$ cat src/rtl/rst_supervisor.sv
module rst_supervisor #(
  parameter int TREC_CYCLES = 16
) (
  input  logic clk,
  input  logic pwr_ok,
  input  logic man_a_n,
  input  logic man_b_n,
  input  logic on_battery,
  output logic sys_rst_n,
  output logic supply_sw_n
);
  localparam int CW = $clog2(TREC_CYCLES + 1);
  localparam logic [CW-1:0] LAST = CW'(TREC_CYCLES - 1);

  logic [1:0]    pg_sync;
  logic [2:0]    a_sync, b_sync;
  logic          active;
  logic [CW-1:0] cnt;

  wire pg     = pg_sync[1];
  wire fall_a = a_sync[2] & ~a_sync[1];
  wire fall_b = b_sync[2] & ~b_sync[1];

  always_ff @(posedge clk or negedge pwr_ok)
    if (!pwr_ok) begin
      pg_sync <= '0;
      a_sync  <= '1;
      b_sync  <= '1;
    end else begin
      pg_sync <= {pg_sync[0], 1'b1};
      a_sync  <= {a_sync[1:0], man_a_n};
      b_sync  <= {b_sync[1:0], man_b_n};
    end

  always_ff @(posedge clk or negedge pwr_ok)
    if (!pwr_ok) begin
      active <= 1'b1;
      cnt    <= '0;
    end else if (!pg) begin
      active <= 1'b1;
      cnt    <= '0;
    end else if (active) begin
      if (cnt == LAST) begin
        active <= 1'b0;
        cnt    <= '0;
      end else begin
        cnt <= cnt + 1'b1;
      end
    end else if (fall_a || fall_b) begin
      active <= 1'b1;
      cnt    <= '0;
    end

  assign sys_rst_n   = pwr_ok & ~active;
  assign supply_sw_n = on_battery;

  a_r1_hold_while_bad: assert property (@(posedge clk) disable iff (!pwr_ok)
    !pg |-> (active && cnt == '0));

  a_r2_release_after_recovery: assert property (@(posedge clk) disable iff (!pwr_ok)
    $fell(active) |-> $past(cnt) == LAST);

  a_r3_edge_starts_pulse: assert property (@(posedge clk) disable iff (!pwr_ok)
    (pg && !active && (fall_a || fall_b)) |=> (active && cnt == '0));

  a_r5_no_restart: assert property (@(posedge clk) disable iff (!pwr_ok)
    (pg && active && cnt != LAST) |=> (active && cnt == $past(cnt) + 1'b1));

  a_r9_no_overflow: assert property (@(posedge clk) disable iff (!pwr_ok)
    cnt <= LAST);
endmodule

$ cat config.mk
export PLATFORM = sky130hd
export DESIGN_NAME = rst_supervisor
export DESIGN_NICKNAME = d
export VERILOG_FILES = /design/src/rtl/rst_supervisor.sv
export SDC_FILE = /design/constraint.sdc
export NUM_CORES = 1
export LEC_CHECK = 0
export ABC_AREA = 1
export BUFFER_PORTS_ARGS = -buffer_cell sky130_fd_sc_hd__buf_2
export CAP_MARGIN = 10
export CORE_MARGIN = 2
export CORE_UTILIZATION = 35
export CTS_CLUSTER_DIAMETER = 50
export DETAILED_ROUTE_END_ITERATION = 7
export SLEW_MARGIN = 20
export SYNTH_ARGS = -nofsm -noshare
export SYNTH_HDL_FRONTEND = slang
export SYNTH_SLANG_ARGS = --single-unit
$ cat constraint.sdc
create_clock -name clk -period 0.9 [get_ports clk]
set_input_delay 0.225 -clock clk [delete_from_list [all_inputs] [get_ports clk]]
set_output_delay 0.225 -clock clk [all_outputs]
set_load 0.02 [all_outputs]
# After elaboration in Yosys (flattened, before gate mapping)

Cells that the tools add are included.

Add/subtract/negate cells: 1
Equality and inequality tests: 2
Mux-type cells: 8
Bitwise gates (word level): 6
Reduce and logical (&&, ||, !) cells: 1

Operator list:

| kind                                                   | number |
|---|---|
| two-way mux 5 bit                                      | 4 |
| adder 5 x 1 -> 5 bit (second input constant)           | 1 |
| == test 5 x 4 -> 1 bit (second input constant)         | 1 |
| two-way mux 1 bit                                      | 4 |
| AND 1 bit                                              | 3 |
| inequality test 3 x 1 -> 1 bit (second input constant) | 1 |
| NOT 1 bit                                              | 3 |
| logical OR 1 bit                                       | 1 |

Register bits: 14
Bits of input ports: 5
Logic and storage cells: 23

# Longest topological paths before layout

Gate-level depths: netlist of run 1.

Depth in word-level cells: 6
Depth in mapped cells: 7
Mapped depth without buffers: 7

# Worst setup path before layout of run 1

No wires, ideal clock.

Kind: register to register
From: reg b_sync[1]
To: reg cnt[3]
Data arrival time: 927 ps
Required time: 787 ps
Setup slack: -140 ps
Stages on the path, launching flop included: 8
Buffers on the path: 0
Clock period less this slack: 1,040 ps
Cell sequence: dfstp_2 -> inv_1 -> nand2_1 -> nand3_2 -> nand2_1 -> nand2_1 -> nand2_1 -> nor2_2

Cells in the longest elaborated chain, start to end: 4

RTL lines:

| what                                            | RTL line | RTL |
|---|---|---|
| start, declared                                 | 16       | `logic [2:0] a_sync, b_sync;` |
| start signal, assigned                          | 32       | `b_sync <= {b_sync[1:0], man_b_n};` |
| NOT 1 bit                                       | 22       | `wire fall_b = b_sync[2] & ~b_sync[1];` |
| AND 1 bit                                       | 22       |  |
| logical OR 1 bit                                | 49       | `end else if (fall_a \|\| fall_b) begin` |
| inequality test 3 x 1 -> 1 bit (no source line) | -        |  |
| end signal, assigned                            | 47       | `cnt <= cnt + 1'b1;` |
| end, declared                                   | 18       | `logic [CW-1:0] cnt;` |

No other way between the ends.
A chain may end at the register's enable or synchronous reset.

# Final worst setup path of run 1

From: reg active
To: out sys_rst_n

Cells in the longest elaborated chain, start to end: 2

RTL lines:

| what                   | RTL line | RTL |
|---|---|---|
| start, declared        | 17       | `logic active;` |
| start signal, assigned | 37       | `active <= 1'b1;` |
| start signal, assigned | 40       | `active <= 1'b1;` |
| start signal, assigned | 44       | `active <= 1'b0;` |
| NOT 1 bit              | 54       | `assign sys_rst_n = pwr_ok & ~active;` |
| AND 1 bit              | 54       |  |
| end, declared          | 9        | `output logic sys_rst_n,` |

No other way between the ends.

==> results of run 1 <==
cell type report:
cell class / instances / area, µm² / area share [%]
Sequential cell: 14 / 359 / 48.6
Multi-Input combinational cell: 30 / 186 / 25.2
Timing Repair Buffer: 13 / 96.3 / 13.0
Inverter: 11 / 41.3 / 5.58
Clock buffer: 4 / 36.3 / 4.91
Tap cell: 16 / 20.0 / 2.71
layer usage:
metal / global-route usage [%] / up-vias
met1: 13.1 / 192
met4: 11.5 / 0
met3: 2.50 / 4
li1: - / 203
met2: 17.9 / 6
met5: 0 / -
state kept, by name (all words and copies together) (netlist names):
name / flops
a_sync: 3
active: 1
cnt: 5
pg_sync: 2
b_sync: 3
power by group through the flow:
stage	combinational (mW)	clock, mW	sequential [mW]
2_1_floorplan	0.0449	0	0.693
3_3_place_gp	0.0852	0	0.694
3_5_place_dp	0.0871	0	0.696
4_1_cts	0.0974	0.471	0.685
5_1_grt	0.111	0.501	0.689
6_report	0.0981	0.443	0.686
worst min path at each step:
stage               slack [ps]     from  cells past startpoint                   end
floorplan                  -70   pwr_ok                      0    cnt[0]$_DFFE_PN0P_
global placement           180   pwr_ok                      2  pg_sync[1]$_DFF_PN0_
detailed placement         180   pwr_ok                      2  pg_sync[0]$_DFF_PN0_
CTS                         40  man_a_n                      1   a_sync[0]$_DFF_PN1_
global route                20  man_a_n                      1   a_sync[0]$_DFF_PN1_
finish                      40  man_a_n                      1   a_sync[0]$_DFF_PN1_
cells in the final DEF (no fill, tap or decap), types with 2 or more instances in the layout:
cell type                  instances
sky130_fd_sc_hd__nand2_1           9
sky130_fd_sc_hd__nor2_1            2
sky130_fd_sc_hd__buf_4             8
sky130_fd_sc_hd__clkbuf_4          3
sky130_fd_sc_hd__nor2_2            3
sky130_fd_sc_hd__buf_2             3
sky130_fd_sc_hd__dfrtp_1           7
sky130_fd_sc_hd__inv_2             3
sky130_fd_sc_hd__inv_1             8
sky130_fd_sc_hd__nand3_1           2
sky130_fd_sc_hd__nand4_1           2
sky130_fd_sc_hd__nand2_2           3
sky130_fd_sc_hd__dfstp_2           7
logic make-up after synthesis:
kind of cell | after synthesis | synth area share, %
flops | 14 | 64.2
other cells | 1 | 0.670
buf+inv | 12 | 8.73
xor+xnor | 1 | 1.57
simple gates | 23 | 18.8
fa+ha+maj | 1 | 2.24
compound gates | 4 | 3.80
repair_timing:
action | in CTS | in global routing
endpoints found under the hold margin | 7 | 0
hold buffers | 1 | 0
resized for setup | 10 | 6
endpoints found under the setup margin | 7 | 7
pin swaps | 4 | 1
buffers inserted | 1 | 0
stage by stage:
stage / power, mW / worst slack (ps)
after floorplan: 0.738 / -137
after global placement: 0.779 / -207
after detailed placement: 0.783 / -220
after CTS: 1.25 / -327
after global routing: 1.30 / -348
final: 1.23 / -305
==> summary.md, run 1 <==
| Metric | Value |
|---|---|
| Final Instance Count excl. Fillers | between 80 and 90 |
| Tot GR Track Use | a little under an eighth |
| Sinks on Clock Net | 14 |
| Fill cells | ~150 |
| Net switching power | 0.264 mW |
| Peak Freq | around 0.83 GHz |
| Slowest cell on the critical path | sky130_fd_sc_hd__dfstp_2 |
| Layout overhead on the synthesized area | 32.2% |
| Number of flip-flops and latches in the synthesized netlist | 14 |
| Max cap viols | 0 |
| Post-synth top area cell | sky130_fd_sc_hd__dfstp_2 |
| Summed instance area of the synthesized netlist | ~560 µm² |
| Highest cell delay on the worst timing path | about 540 ps |
| Number of global-route vias before repair | between 400 and 500 |
| Share of total power consumed by net switching | 21.5% |
| Leading cell type by number of instances after synthesis | sky130_fd_sc_hd__nand2_1 |
| R2R Setup Slk | -210 ps |
| Post-Route Setup TNS | -1260 ps |
| Fin util | between 40% and 50% |
| Nets | 79 |
| Initial Util | 37.1% |
| Launch point of the critical path | active$_DFF_PN1_ |
| # IOs | 7 |
| Average cell area after synthesis | 9.99 µm² |
| Comb power frac | 8.0% |
| Via-per-instance ratio | about 4.6 |
| Clk Tree Root Cell | sky130_fd_sc_hd__clkbuf_4 |
| Last element of the critical path | sys_rst_n |
| M1 wire length | approximately 380 µm |
| RSZ-0062 raised after global routing | true |
| Ratio of final minimum period to clock period | 134% |
| Top cell type's share of synthesized area | 32.9% |
| Top routing layer used | met4 |
| PwrDens | about 1700 nW/µm² |
| Cell internal power dissipation | approximately 0.96 mW |
| Aggregate routed wire length | around 860 µm |
| Source of the worst register-to-register timing path | active$_DFF_PN1_ |
| Detailed-routed wire length on met2 | roughly 430 µm |
| Power share of the sequential group | between 50% and 60% |
| Number of vias after detailed routing | approximately 410 |
| Total grt overflow | 0 |
| Ant diodes | 0 |
| Post-route minimum period | between 1000 and 1500 ps |
| Ranking of synthesized cells by area | sky130_fd_sc_hd__dfstp_2, sky130_fd_sc_hd__dfrtp_1, sky130_fd_sc_hd__nand2_1 |
| Required time at the worst-slack endpoint | ~670 ps |
| Static leakage power | between 0.3 and 0.4 nW |
| Post-detailed-placement cell area | roughly 650 µm² |
| End of the worst register-to-register path | cnt[3]$_DFFE_PN0P_ |
| Critical path's top delay family | flip-flops |
| Maximum number of buffers from clock root to sink | 2 |
| Tightest hold margin | about 44 ps |
| Outcome | complete, but fails checks |
| Detailed-router iteration count before antenna repair | 1 |
| Proportion of synthesized chip area in sequential cells | 64.2% |
| Final design instance area without fill | 739 µm² |
| Number of flops mapped to enable cells by yosys | 0 |
| H-tree lvl count | 1 |
| Layout cell share with drive strength beyond 1 | about half |
| TritonCTS clock tree | yes |
| Critical path type | register to output pin |
| Met3 WL post-DR | between 20 and 25 µm |
| Type of the tightest min-delay check | primary input to register |
| Crit-path cells | nor2_2 > buf_6 |
| Die footprint | 1930 µm² |
| Weighted congestion reported at the end of routability-driven placement | 0.838 |
| Post-DP HPWL | roughly 670 µm |
| Setup Skew | approximately 5.9 ps |
| Width of the die | around 44 µm |
| Most instantiated cells after synthesis | sky130_fd_sc_hd__nand2_1, sky130_fd_sc_hd__inv_1, sky130_fd_sc_hd__dfrtp_1, sky130_fd_sc_hd__dfstp_2, sky130_fd_sc_hd__nor2_1 |
| PnR worst setup slack | -305 ps |
| DRC Markers | 0 |
| Final setup violation count | 7 |
| Highest ir drop seen on vdd | between 900 and 1000 µV |
| Arrival time reported for the critical path endpoint | ~980 ps |
| Buffers plus inverters on the worst setup path | 1 |
| Count of synthesis-stage warnings from yosys | 0 |
| Global-route wire length before repair | ~1600 µm |
| Antenna violations before repair | 0 |
| Inst Count DP | 82 |
| Proportion of synthesized flip-flops having asynchronous set or reset | 100% |
| Clk pin slew, worst setup/hold paths | 80 ps |
| Total number of placement rows | 14 |
| Crit path depth | 2 |
| Final hold violations | 0 |
| Number of input and output port buffers inserted | 4 |
| Mapped Nets | 62 |
| Antenna-violating nets left | 0 |
| Most used flip-flop cell after synthesis | sky130_fd_sc_hd__dfstp_2 |
| Violation count after the first detailed-route iteration | 0 |
| Largest driver fanout on the critical path | 2 |
| Number of pins exceeding their max-slew limit in the final report | 0 |
| Clock network fraction of total power | between 30 and 40% |
| Die extent in y | roughly 44 µm |
| Maximum number of pins on one net before global-route repair | 15 |
| Element type at the critical path end | output pin |
| Reg2reg path depth | 6 |
| Insertion delay of the later-clocked pin in the worst-skew pair | 280 ps |
| Inserted Clock Buffers | 3 |
| Drt wl/cell | between 9 and 10 µm |
| Total core area | 1510 µm² |
| Synthesized instance count | 56 |
| Distinct cell type count after synthesis | 16 |
| Failing checks | negative setup slack |
| Type of origin of the critical path | register |
(Power assumes the default switching activity.)
==> inputs of run 2 (changes only) <==
CELL_PAD_IN_SITES_DETAIL_PLACEMENT = 1   (was unset)
CELL_PAD_IN_SITES_GLOBAL_PLACEMENT = 2   (was unset)
CORE_UTILIZATION = 30   (was 35)
PLACE_DENSITY_LB_ADDON = 0.1   (was unset)
==> run 2 against run 1 <==
The run still ends with negative setup slack left. Worst setup slack about the same. Combinational power up 26%. Hold slack worse by 6.5 ps. Via count up 2.0%. Critical path depth unchanged. Fmax about the same. Design area up 8.8%. Non-clock buffer count up 5.
==> summary.md, run 2 (same netlist as run 1, synthesis figures left out) <==
| Metric | Value |
|---|---|
| Outcome | complete, but fails checks (unchanged) |
| Failing checks | negative setup slack (unchanged) |
| Post-route minimum period | 1210 ps (was 1200 ps) |
| Setup Skew | 6.67 ps (was 5.92 ps) |
| Post-DP HPWL | 718 µm (was 666 µm) |
| Antenna violations before repair | 0 (unchanged) |
| Number of pins exceeding their max-slew limit in the final report | 0 (unchanged) |
| Drt wl/cell | 10.4 µm (was 9.72 µm) |
| Inst Count DP | 92 (was 82) |
| RSZ-0062 raised after global routing | true (unchanged) |
| Ant diodes | 0 (unchanged) |
| PwrDens | 1570 nW/µm² (was 1660 nW/µm²) |
| Top library cells by usage in the layout, fill and taps aside | sky130_fd_sc_hd__buf_4, sky130_fd_sc_hd__inv_1, sky130_fd_sc_hd__nand2_1, sky130_fd_sc_hd__dfstp_2, sky130_fd_sc_hd__dfrtp_1 (was sky130_fd_sc_hd__nand2_1, sky130_fd_sc_hd__inv_1, sky130_fd_sc_hd__buf_4, sky130_fd_sc_hd__dfstp_2, sky130_fd_sc_hd__dfrtp_1) |
| Total core area | 1750 µm² (was 1510 µm²) |
| Violation count after the first detailed-route iteration | 6 (was 0) |
| Required time at the worst-slack endpoint | 670 ps (about the same) |
| Total grt overflow | 0 (unchanged) |
| Highest ir drop seen on vdd | 611 µV (was 905 µV) |
| Insertion delay of the later-clocked pin in the worst-skew pair | 280 ps (about the same) |
| TritonCTS clock tree | yes (unchanged) |
| Die footprint | 2230 µm² (was 1930 µm²) |
| Number of vias after detailed routing | 413 (was 405) |
| Clk pin slew, worst setup/hold paths | 90 ps (was 80 ps) |
| Detailed-router iteration count before antenna repair | 2 (was 1) |
| H-tree lvl count | 1 (unchanged) |
| Fill cells | 211 (was 147) |
| Max cap viols | 0 (unchanged) |
| Die extent in y | 47.2 µm (was 44.0 µm) |
| DRC Markers | 0 (unchanged) |
| Total Power Consumption | 1.26 mW (was 1.23 mW) |
| Most common cell after layout, fill and taps aside | sky130_fd_sc_hd__buf_4 (was sky130_fd_sc_hd__nand2_1) |
| Global-route wire length before repair | 1930 µm (was 1580 µm) |
| Tot GR Track Use | 13.0% (was 11.7%) |
| Layout cell share with drive strength beyond 1 | 58.4% (was 51.4%) |
| Weighted congestion reported at the end of routability-driven placement | 0.681 (was 0.838) |
| Inserted Clock Buffers | 3 (unchanged) |
| Sinks on Clock Net | 14 (unchanged) |
| R2R Setup Slk | -260 ps (was -210 ps) |
| Critical path type | register to output pin (unchanged) |
| Peak Freq | 0.830 GHz (about the same) |
| Number of flip-flops under the largest register name | 5 (unchanged) |
| M1 wire length | 485 µm (was 376 µm) |
| Aggregate routed wire length | 1060 µm (was 855 µm) |
| Number of global-route vias before repair | 465 (was 403) |
| Via-per-instance ratio | 4.05 (was 4.60) |
| Arrival time reported for the critical path endpoint | 980 ps (about the same) |
| Register containing the most flip-flops in the final layout | cnt (unchanged) |
| PnR worst setup slack | -305 ps (about the same) |
| Multi-input gate area | 199 µm² (was 186 µm²) |
| Width of the die | 47.2 µm (was 44.0 µm) |
| Clk Tree Root Cell | sky130_fd_sc_hd__clkbuf_4 (unchanged) |
| Largest regs | cnt: 5 flops, a_sync: 3 flops, b_sync: 3 flops (unchanged) |
| Type of origin of the critical path | register (unchanged) |
| Initial Util | 32.0% (was 37.1%) |
| Final design instance area without fill | 805 µm² (was 739 µm²) |
| Met3 WL post-DR | 38 µm (was 21 µm) |
| Static leakage power | 0.380 nW (was 0.352 nW) |
| Maximum number of buffers from clock root to sink | 2 (unchanged) |
| Largest driver fanout on the critical path | 2 (unchanged) |
| Antenna-violating nets left | 0 (unchanged) |
| Total number of placement rows | 15 (was 14) |
| # IOs | 7 (unchanged) |
| Top routing layer used | met3 (was met4) |
| Number of input and output port buffers inserted | 4 (unchanged) |
| Layout overhead on the synthesized area | 43.8% (was 32.2%) |
| Final hold violations | 0 (unchanged) |
| Type of the tightest min-delay check | primary input to register (unchanged) |
| Storage cell area | 359 µm² (unchanged) |
| Element type at the critical path end | output pin (unchanged) |
| Post-detailed-placement cell area | 666 µm² (was 647 µm²) |
| Final setup violation count | 7 (unchanged) |
| Maximum number of pins on one net before global-route repair | 15 (unchanged) |
| Detailed-routed wire length on met2 | 534 µm (was 429 µm) |
| Nets | 84 (was 79) |
| Final Instance Count excl. Fillers | 102 (was 88) |
| Ratio of final minimum period to clock period | 134% (about the same) |
run 2: cell types whose count changed in the layout (fill, tap and decap cells not counted), sizes merged:
cell and delta:
buf +5
run 2: timing repair:
| action | 4_1_cts | 5_1_grt |
|---|---|---|
| pin swaps | 3 | 2 |
| endpoints found under the hold margin | 7 | 0 |
| hold buffers | 1 | 0 |
| endpoints found under the setup margin | 7 | 7 |
| buffers inserted | 3 | 2 |
| gates resized for setup | 13 | 7 |
run 2: critical path, stage by stage (launching register included):
cell and delay, ps:
sky130_fd_sc_hd__dfstp_2 540, sky130_fd_sc_hd__nor2_2 40, sky130_fd_sc_hd__buf_6 120
run 2: path summary, 6_finish.rpt:
path	to	depth (start not counted)	startpoint
worst min register to register	pg_sync[1]$_DFF_PN0_	0	pg_sync[0]$_DFF_PN0_
worst max register to register	cnt[3]$_DFFE_PN0P_	7	active$_DFF_PN1_
worst max-delay path	sys_rst_n	2	active$_DFF_PN1_
max in group asynchronous	b_sync[1]$_DFF_PN1_	3	pwr_ok
min in group asynchronous	cnt[4]$_DFFE_PN0P_	3	pwr_ok
worst min-delay path	b_sync[0]$_DFF_PN1_	1	man_b_n
run 2: power by group:
group          total (mW)  internal, mW  switching, mW
logic               0.124        0.0628         0.0611
registers           0.686         0.669         0.0165
clock network       0.452         0.246          0.205
run 2: cell type report:
cell class / count / area share, %
clock buffer: 4 / 4.51
inverter: 11 / 5.13
multi-input combinational: 30 / 24.7
sequential: 14 / 44.6
tap: 25 / 3.89
timing repair buffer: 18 / 17.1
run 2: stage by stage:
stage / utilization, % / setup TNS [ps] / setup slack (ps) / hold WS, ps
4_1_cts: 44.2 / -1470 / -342 / 22.1
5_1_grt: 46.1 / -2050 / -350 / 17.4
6_report: 46.1 / -1600 / -305 / 37.9
3_3_place_gp: 38.1 / -1150 / -235 / 180
3_5_place_dp: 38.1 / -1210 / -246 / 183
2_1_floorplan: - / -336 / -137 / -70.6
run 2: routing by layer:
layer | GRT usage [%] | vias to the layer above
li1 | - | 212
met1 | 15.3 | 196
met2 | 20.8 | 5
met3 | 4.62 | 0
met4 | 6.67 | 0
met5 | 0 | -
